$ cat config.mk
export PLATFORM = sky130hd
export DESIGN_NAME = hostmbx
export DESIGN_NICKNAME = d
export VERILOG_FILES = /design/src/rtl/hostmbx_pkg.sv /design/src/rtl/hostmbx_addr_dec.sv /design/src/rtl/hostmbx_cmd_dec.sv /design/src/rtl/hostmbx_tx_port.sv /design/src/rtl/hostmbx.sv
export SDC_FILE = /design/constraint.sdc
export NUM_CORES = 1
export LEC_CHECK = 0
export BUFFER_PORTS_ARGS = -buffer_cell sky130_fd_sc_hd__buf_4
export CORE_MARGIN = 4
export CORE_UTILIZATION = 62
export CTS_CLUSTER_DIAMETER = 100
export DETAILED_ROUTE_END_ITERATION = 12
export PLACE_DENSITY = 0.84
export SLEW_MARGIN = 10
export SYNTH_ARGS = -nofsm -noshare
export SYNTH_HDL_FRONTEND = slang
export SYNTH_HIERARCHICAL = 1
export SYNTH_SLANG_ARGS = --single-unit
$ cat constraint.sdc
create_clock -name clk -period 9.6 [get_ports clk]
set_input_delay 1.92 -clock clk [delete_from_list [all_inputs] [get_ports clk]]
set_output_delay 1.92 -clock clk [all_outputs]
set_load 0.05 [all_outputs]
$ cat src/rtl/hostmbx_pkg.sv
package hostmbx_pkg;

   localparam int WORD_W = 64;
   localparam int HALF_W = 32;

   localparam logic [7:0] DEV_TEST = 8'h00;
   localparam logic [7:0] DEV_CON  = 8'h01;
   localparam logic [7:0] OP_ZERO  = 8'h00;
   localparam logic [7:0] OP_ONE   = 8'h01;

   typedef struct packed {
      logic [7:0]  dev;
      logic [7:0]  op;
      logic [47:0] arg;
   } mbx_cmd_t;

   typedef enum logic [1:0] {
      ACT_REPLY0 = 2'd0,
      ACT_EXIT   = 2'd1,
      ACT_CON_TX = 2'd2,
      ACT_CON_RD = 2'd3
   } mbx_act_t;

   function automatic logic [47:0] char_resp(input logic [7:0] ch);
      return {39'h0, 1'b1, ch};
   endfunction

endpackage

$ cat src/rtl/hostmbx_addr_dec.sv
module hostmbx_addr_dec #(
   parameter int ADDR_W       = 8,
   parameter int TOHOST_OFS   = 0,
   parameter int FROMHOST_OFS = 8
) (
   input  logic [ADDR_W-1:0] addr,
   output logic              sel_to_lo,
   output logic              sel_to_hi,
   output logic              sel_fr_lo,
   output logic              sel_fr_hi
);
   localparam logic [ADDR_W-1:0] TO_LO = ADDR_W'(TOHOST_OFS);
   localparam logic [ADDR_W-1:0] TO_HI = ADDR_W'(TOHOST_OFS + 4);
   localparam logic [ADDR_W-1:0] FR_LO = ADDR_W'(FROMHOST_OFS);
   localparam logic [ADDR_W-1:0] FR_HI = ADDR_W'(FROMHOST_OFS + 4);

   assign sel_to_lo = (addr == TO_LO);
   assign sel_to_hi = (addr == TO_HI);
   assign sel_fr_lo = (addr == FR_LO);
   assign sel_fr_hi = (addr == FR_HI);


   always_comb begin
      onehot_sel_chk : assert ($onehot0({sel_to_lo, sel_to_hi, sel_fr_lo, sel_fr_hi}))
         else $error("address decode selected more than one word");
   end
endmodule

$ cat src/rtl/hostmbx_cmd_dec.sv
module hostmbx_cmd_dec
   import hostmbx_pkg::*;
(
   input  logic [7:0] dev,
   input  logic [7:0] op,
   input  logic       arg_lsb,
   output mbx_act_t   act
);
   always_comb begin
      act = ACT_REPLY0;
      if (dev == DEV_TEST && op == OP_ZERO && arg_lsb) begin
         act = ACT_EXIT;
      end else if (dev == DEV_CON && op == OP_ZERO) begin
         act = ACT_CON_RD;
      end else if (dev == DEV_CON && op == OP_ONE) begin
         act = ACT_CON_TX;
      end
   end
endmodule

$ cat src/rtl/hostmbx_tx_port.sv
module hostmbx_tx_port (
   input  logic       clk,
   input  logic       rst,
   input  logic       load,
   input  logic [7:0] load_byte,
   output logic       tx_valid,
   output logic [7:0] tx_data,
   input  logic       tx_ready,
   output logic       fire
);
   logic       valid_q;
   logic [7:0] data_q;

   always_ff @(posedge clk) begin
      if (rst) begin
         valid_q <= 1'b0;
         data_q  <= 8'h00;
      end else if (load) begin
         valid_q <= 1'b1;
         data_q  <= load_byte;
      end else if (valid_q && tx_ready) begin
         valid_q <= 1'b0;
      end
   end

   assign tx_valid = valid_q;
   assign tx_data  = data_q;
   assign fire     = valid_q && tx_ready;


   tx_hold_chk : assert property (@(posedge clk) disable iff (rst)
      (tx_valid && !tx_ready) |=> (tx_valid && $stable(tx_data)))
      else $error("transmit byte dropped or changed while stalled");
endmodule

$ cat src/rtl/hostmbx.sv
module hostmbx
   import hostmbx_pkg::*;
#(
   parameter int ADDR_W       = 8,
   parameter int TOHOST_OFS   = 0,
   parameter int FROMHOST_OFS = 8,
   parameter int EXIT_W       = 31,
   parameter bit RDATA_REG    = 1'b0
) (
   input  logic              clk,
   input  logic              rst,
   input  logic [ADDR_W-1:0] bus_addr,
   input  logic              bus_we,
   input  logic [31:0]       bus_wdata,
   output logic [31:0]       bus_rdata,
   output logic              exit_pulse,
   output logic [EXIT_W-1:0] exit_code,
   output logic              con_tx_valid,
   output logic [7:0]        con_tx_data,
   input  logic              con_tx_ready,
   input  logic              con_rx_valid,
   input  logic [7:0]        con_rx_data,
   output logic              fh_loading
);
   localparam int TAG_W = WORD_W - 48;

   initial begin
      offs_align_chk : assert ((TOHOST_OFS % 4 == 0) && (FROMHOST_OFS % 4 == 0))
         else $error("register offsets must be word aligned");
      offs_apart_chk : assert ((TOHOST_OFS + 8 <= FROMHOST_OFS) || (FROMHOST_OFS + 8 <= TOHOST_OFS))
         else $error("register windows overlap");
      offs_fit_chk : assert ((TOHOST_OFS + 4 < (1 << ADDR_W)) && (FROMHOST_OFS + 4 < (1 << ADDR_W)))
         else $error("register offsets exceed address width");
      exit_w_chk : assert (EXIT_W >= 1 && EXIT_W <= 47)
         else $error("EXIT_W out of range");
   end

   logic sel_to_lo, sel_to_hi, sel_fr_lo, sel_fr_hi;

   hostmbx_addr_dec #(
      .ADDR_W(ADDR_W), .TOHOST_OFS(TOHOST_OFS), .FROMHOST_OFS(FROMHOST_OFS)
   ) u_adec (
      .addr(bus_addr), .sel_to_lo(sel_to_lo), .sel_to_hi(sel_to_hi),
      .sel_fr_lo(sel_fr_lo), .sel_fr_hi(sel_fr_hi)
   );

   logic [WORD_W-1:0] tohost_q;
   logic [WORD_W-1:0] fromhost_q;
   logic [TAG_W-1:0]  pend_tag_q;
   logic              allow_q;
   logic              loading_q;
   logic              exit_q;
   logic [EXIT_W-1:0] code_q;

   logic [WORD_W-1:0] merged;
   mbx_cmd_t          cmd_w;
   mbx_act_t          act;
   logic              tx_fire;
   logic              lo_wr, lo_ok, hi_go, fr_lo_wr, fr_hi_wr, reply0;

   assign merged   = tohost_q | {bus_wdata, 32'h0};
   assign cmd_w    = mbx_cmd_t'(merged);
   assign lo_wr    = bus_we && sel_to_lo;
   assign lo_ok    = lo_wr && (tohost_q == '0);
   assign hi_go    = bus_we && sel_to_hi && allow_q && !con_tx_valid;
   assign fr_lo_wr = bus_we && sel_fr_lo;
   assign fr_hi_wr = bus_we && sel_fr_hi;
   assign reply0   = hi_go && (act == ACT_EXIT || act == ACT_REPLY0);

   hostmbx_cmd_dec u_cdec (
      .dev(cmd_w.dev), .op(cmd_w.op), .arg_lsb(cmd_w.arg[0]), .act(act)
   );

   hostmbx_tx_port u_tx (
      .clk(clk), .rst(rst),
      .load(hi_go && act == ACT_CON_TX), .load_byte(cmd_w.arg[7:0]),
      .tx_valid(con_tx_valid), .tx_data(con_tx_data),
      .tx_ready(con_tx_ready), .fire(tx_fire)
   );

   // to-host register, arming flag and pending-read tag
   always_ff @(posedge clk) begin
      if (rst) begin
         tohost_q   <= '0;
         allow_q    <= 1'b0;
         pend_tag_q <= '0;
      end else begin
         if (tx_fire) begin
            tohost_q <= '0;
         end
         if (lo_wr) begin
            allow_q <= (tohost_q == '0);
         end
         if (lo_ok) begin
            tohost_q <= {32'h0, bus_wdata};
         end
         if (hi_go) begin
            if (act == ACT_CON_TX) begin
               tohost_q <= merged;
            end else begin
               tohost_q <= '0;
            end
            if (act == ACT_CON_RD) begin
               pend_tag_q <= merged[WORD_W-1 -: TAG_W];
            end
         end
      end
   end

   // from-host register: processor write, command reply, transmit reply, received character
   always_ff @(posedge clk) begin
      if (rst) begin
         fromhost_q <= '0;
         loading_q  <= 1'b0;
      end else if (fr_lo_wr) begin
         fromhost_q <= {32'h0, bus_wdata};
         loading_q  <= 1'b1;
      end else if (fr_hi_wr) begin
         fromhost_q <= fromhost_q | {bus_wdata, 32'h0};
         loading_q  <= 1'b0;
      end else if (reply0) begin
         fromhost_q <= {merged[WORD_W-1 -: TAG_W], 48'h0};
      end else if (tx_fire) begin
         fromhost_q <= {tohost_q[WORD_W-1 -: TAG_W], char_resp(tohost_q[7:0])};
      end else if (con_rx_valid) begin
         fromhost_q <= {pend_tag_q, char_resp(con_rx_data)};
      end
   end

   // exit indication
   always_ff @(posedge clk) begin
      if (rst) begin
         exit_q <= 1'b0;
         code_q <= '0;
      end else begin
         exit_q <= hi_go && (act == ACT_EXIT);
         if (hi_go && act == ACT_EXIT) begin
            code_q <= merged[EXIT_W:1];
         end
      end
   end

   assign exit_pulse = exit_q;
   assign exit_code  = code_q;
   assign fh_loading = loading_q;

   // read path
   logic [31:0] rd_mux;
   always_comb begin
      rd_mux = 32'h0;
      if (sel_to_lo)      rd_mux = tohost_q[31:0];
      else if (sel_to_hi) rd_mux = tohost_q[63:32];
      else if (sel_fr_lo) rd_mux = fromhost_q[31:0];
      else if (sel_fr_hi) rd_mux = fromhost_q[63:32];
   end

   generate
      if (RDATA_REG) begin : g_rd_reg
         logic [31:0] rd_q;
         always_ff @(posedge clk) begin
            if (rst) rd_q <= 32'h0;
            else     rd_q <= rd_mux;
         end
         assign bus_rdata = rd_q;
      end else begin : g_rd_comb
         assign bus_rdata = rd_mux;
      end
   endgenerate


   exit_single_chk : assert property (@(posedge clk) disable iff (rst)
      exit_pulse |=> !exit_pulse)
      else $error("exit pulse longer than one cycle");


   to_reject_chk : assert property (@(posedge clk) disable iff (rst)
      (lo_wr && tohost_q != '0 && !tx_fire) |=> $stable(tohost_q))
      else $error("rejected low write changed to-host");


   tx_ack_chk : assert property (@(posedge clk) disable iff (rst)
      tx_fire |=> (tohost_q == '0))
      else $error("to-host not emptied after byte accepted");


   rx_load_chk : assert property (@(posedge clk) disable iff (rst)
      (con_rx_valid && !fr_lo_wr && !fr_hi_wr && !reply0 && !tx_fire)
      |=> (fromhost_q[47:0] == {39'h0, 1'b1, $past(con_rx_data)}))
      else $error("received character not placed in from-host");


   fh_flag_chk : assert property (@(posedge clk) disable iff (rst)
      fr_lo_wr |=> fh_loading)
      else $error("loading flag not raised by from-host low write");
endmodule

==> impl_metrics.yaml <==
status:
  status: "complete, no violations"
drt:
  met2_length_um: 12900
  route.detailed.drc: 0
  drt-total-wl_um: 27300
  wirelength_met1_um: 10400
  wl_per_cell_um: 21.0
  drtIter0Drc: 1053
  viasPerCell: 6.48
  dr.pass1.iters: 5
  route.top_layer_used: "met4"
  vias: 8403
  final_antenna_net_count: 0
  route.met3.wl_um: 2450
clock_network:
  htreeDepth: 4
  cts_sinks: 187
  clkSlewWorstSetupHoldPaths_ns: 0.07
  postCtsSetupBuffers: 0
  numCtsBuffers: 17
  clkLatencyLatePin_ns: 0.43
  cts_tree: "done"
  cts_hold_buf: 0
  ctsResizeCount: 0
  root_buffer: "clkbuf_16"
  clockBufferDepth: 2
power_and_ir_drop:
  peakVddDrop_mv: 0.139
  clkPwrFrac: 0.445
  p_leak_nw: 3.76
  power_density_nw_per_um2: 156
  power_switching_mw: 0.366
  seqPwrFrac: 0.499
  pwr-share-comb: 0.056
  p_int_mw: 1.22
  p_sw_frac: 0.232
finish:
  drive_gt1_frac: 0.202
  final_cells: 1297
  antenna_cells: 0
  layout_common_cells: "dfxtp_1 (187), nand2_1 (170), a21oi_1 (153), buf_4 (140), nor2_1 (105)"
  fill_cells: 1022
  syn_to_final_growth_pct: 18.2
  final_common_cell: "dfxtp_1"
  final_nets: 1161
floorplan:
  fp.dieW_um: 125
  fp.dieH_um: 125
  core_region_area_um2: 13400
  rows: 42
  start_util: 0.638
  num_io_pins: 127
  die_area_um2: 15700
synthesis:
  synthCells: 1032
  yosys_warnings: 6
  synth_edf_count: 0
  ys_seq_area_frac: 0.438
  postSynth.asyncResetShare: 0
  syn_nets: 1085
  avgSynthCellArea_um2: 8.29
  yosys_register_bits: 187
  ys_types: 44
  synth_ff_type: "dfxtp_1"
  netlist_area_um2: 8560
placed_design:
  gp_congestion: 0.888
  place.detailed.hpwl_um: 17700
  io_buffers: 126
  placed_cells: 1264
worst_setup_path:
  crit_fanout: 67
  critical_path_class: "in -> out"
  r2r_cells: 10
  end_kind: "primary output"
  reg2reg_to: "fromhost_q[52]"
  arrival_ns: 4.33
  r2r_start: "tohost_q[61]"
  critPathLaunchType: "primary input"
  cp_data_required_time_ns: 7.68
  ff2ff_setup_slack_ns: 6.30
timing:
  slew_headroom: 0.211
  maxSlewViolCount: 0
  period_needed_ns: 6.25
  fin_skew_ns: 0.00771
  tns_ns: 0
  worst_pin_slew_ns: 1.18
  hold_violations: 0
  finalCritPeriodShare: 0.651
  rsz0062_at_grt: "false"
  setup_violations: 0
  fmax_mhz: 160
min_path:
  hold_depth: 2
  hp-start: "exit_code[2]"
  holdCritPathClass: "reg -> reg"
  min_to: "exit_code[2]"
grt:
  grt_max_degree: 72
  antenna_found_initial: 0
  grt_pass1_wl_um: 42600
  first_global_vias: 7793
  grt.overflow.total: 0
  grt_usage: 0.338
run:
  drv_cap: 0
critical path, stage by stage:
cell and delay [ns]:
buf_4 0.11, or4_4 0.58, nor4_2 0.24, buf_4 0.57
nand2_1 0.13, a21oi_1 0.16, a21oi_1 0.09, o21ai_0 0.26
buf_4 0.24
registers in the layout, summed over array words and instances, names as in the netlist:
| register | cells |
|---|---|
| allow_q | 1 |
| exit_code | 31 |
| exit_pulse | 1 |
| fh_loading | 1 |
| fromhost_q | 64 |
| pend_tag_q | 16 |
| tohost_q | 64 |
| u_tx/tx_data | 8 |
| u_tx/tx_valid | 1 |
cell type report:
type	instances	area, um^2	share of cell area
well taps	176	220	0.0218
multi-input cells	710	4290	0.424
clock inverters	12	139	0.0137
clock buffers	20	457	0.0452
inverters	51	191	0.0189
repair buffers	141	1070	0.106
flip-flops and latches	187	3740	0.370
worst max-delay path by stage:
stage | startpoint | end | slack (ns) | cells past startpoint
6_report | bus_addr[1] | bus_rdata[21] | 3.35 | 9
2_1_floorplan | bus_addr[1] | bus_rdata[23] | 2.92 | 8
5_1_grt | bus_addr[1] | bus_rdata[21] | 3.20 | 9
4_1_cts | bus_addr[1] | bus_rdata[21] | 3.37 | 9
3_3_place_gp | bus_addr[1] | bus_rdata[0] | 3.44 | 9
3_5_place_dp | bus_addr[1] | bus_rdata[21] | 3.38 | 9
power by group through the flow:
stage | logic (mW) | registers (mW) | clock network, mW
after floorplan | 0.0443 | 0.805 | 0
after global placement | 0.0831 | 0.807 | 0
after detailed placement | 0.0850 | 0.807 | 0
after CTS | 0.0855 | 0.789 | 0.706
after global routing | 0.0927 | 0.790 | 0.741
final | 0.0880 | 0.790 | 0.704
cell families after synthesis:
group	synth area share
DFF	0.438
muxes	0.0550
buffers and inverters	0.0665
and+or+nand+nor	0.192
AOI/OAI and AO/OA	0.249
layer usage:
layer / vias up / global-route usage
li1: 3766 / -
met1: 4029 / 0.415
met2: 497 / 0.553
met3: 111 / 0.0793
met4: 0 / 0.178
met5: - / 0
synth_stat cells (16+ instances only):
cell type / instances / area [um^2]
nor4_1: 20 / 125
o32ai_2: 29 / 472
a21oi_1: 154 / 771
a211oi_1: 16 / 120
dfxtp_1: 187 / 3740
nand2_1: 170 / 638
nand3b_1: 33 / 248
a22o_1: 17 / 149
inv_1: 51 / 191
mux2i_1: 47 / 470
nor2_1: 106 / 398
clkbuf_1: 60 / 225
o21ai_0: 35 / 175
metrics by stage:
step | worst slack [ns] | hold WS (ns) | util | area, um^2 | total power [mW]
final | 3.35 | 0.456 | 0.755 | 10100 | 1.58
after global routing | 3.20 | 0.480 | 0.755 | 10100 | 1.62
after CTS | 3.37 | 0.458 | 0.753 | 10100 | 1.58
after detailed placement | 3.38 | 0.447 | 0.709 | 9500 | 0.892
after global placement | 3.44 | 0.446 | 0.709 | 9500 | 0.890
after floorplan | 2.92 | 0.437 | - | 8560 | 0.849
Note: power is estimated with default switching activity, not from simulation.
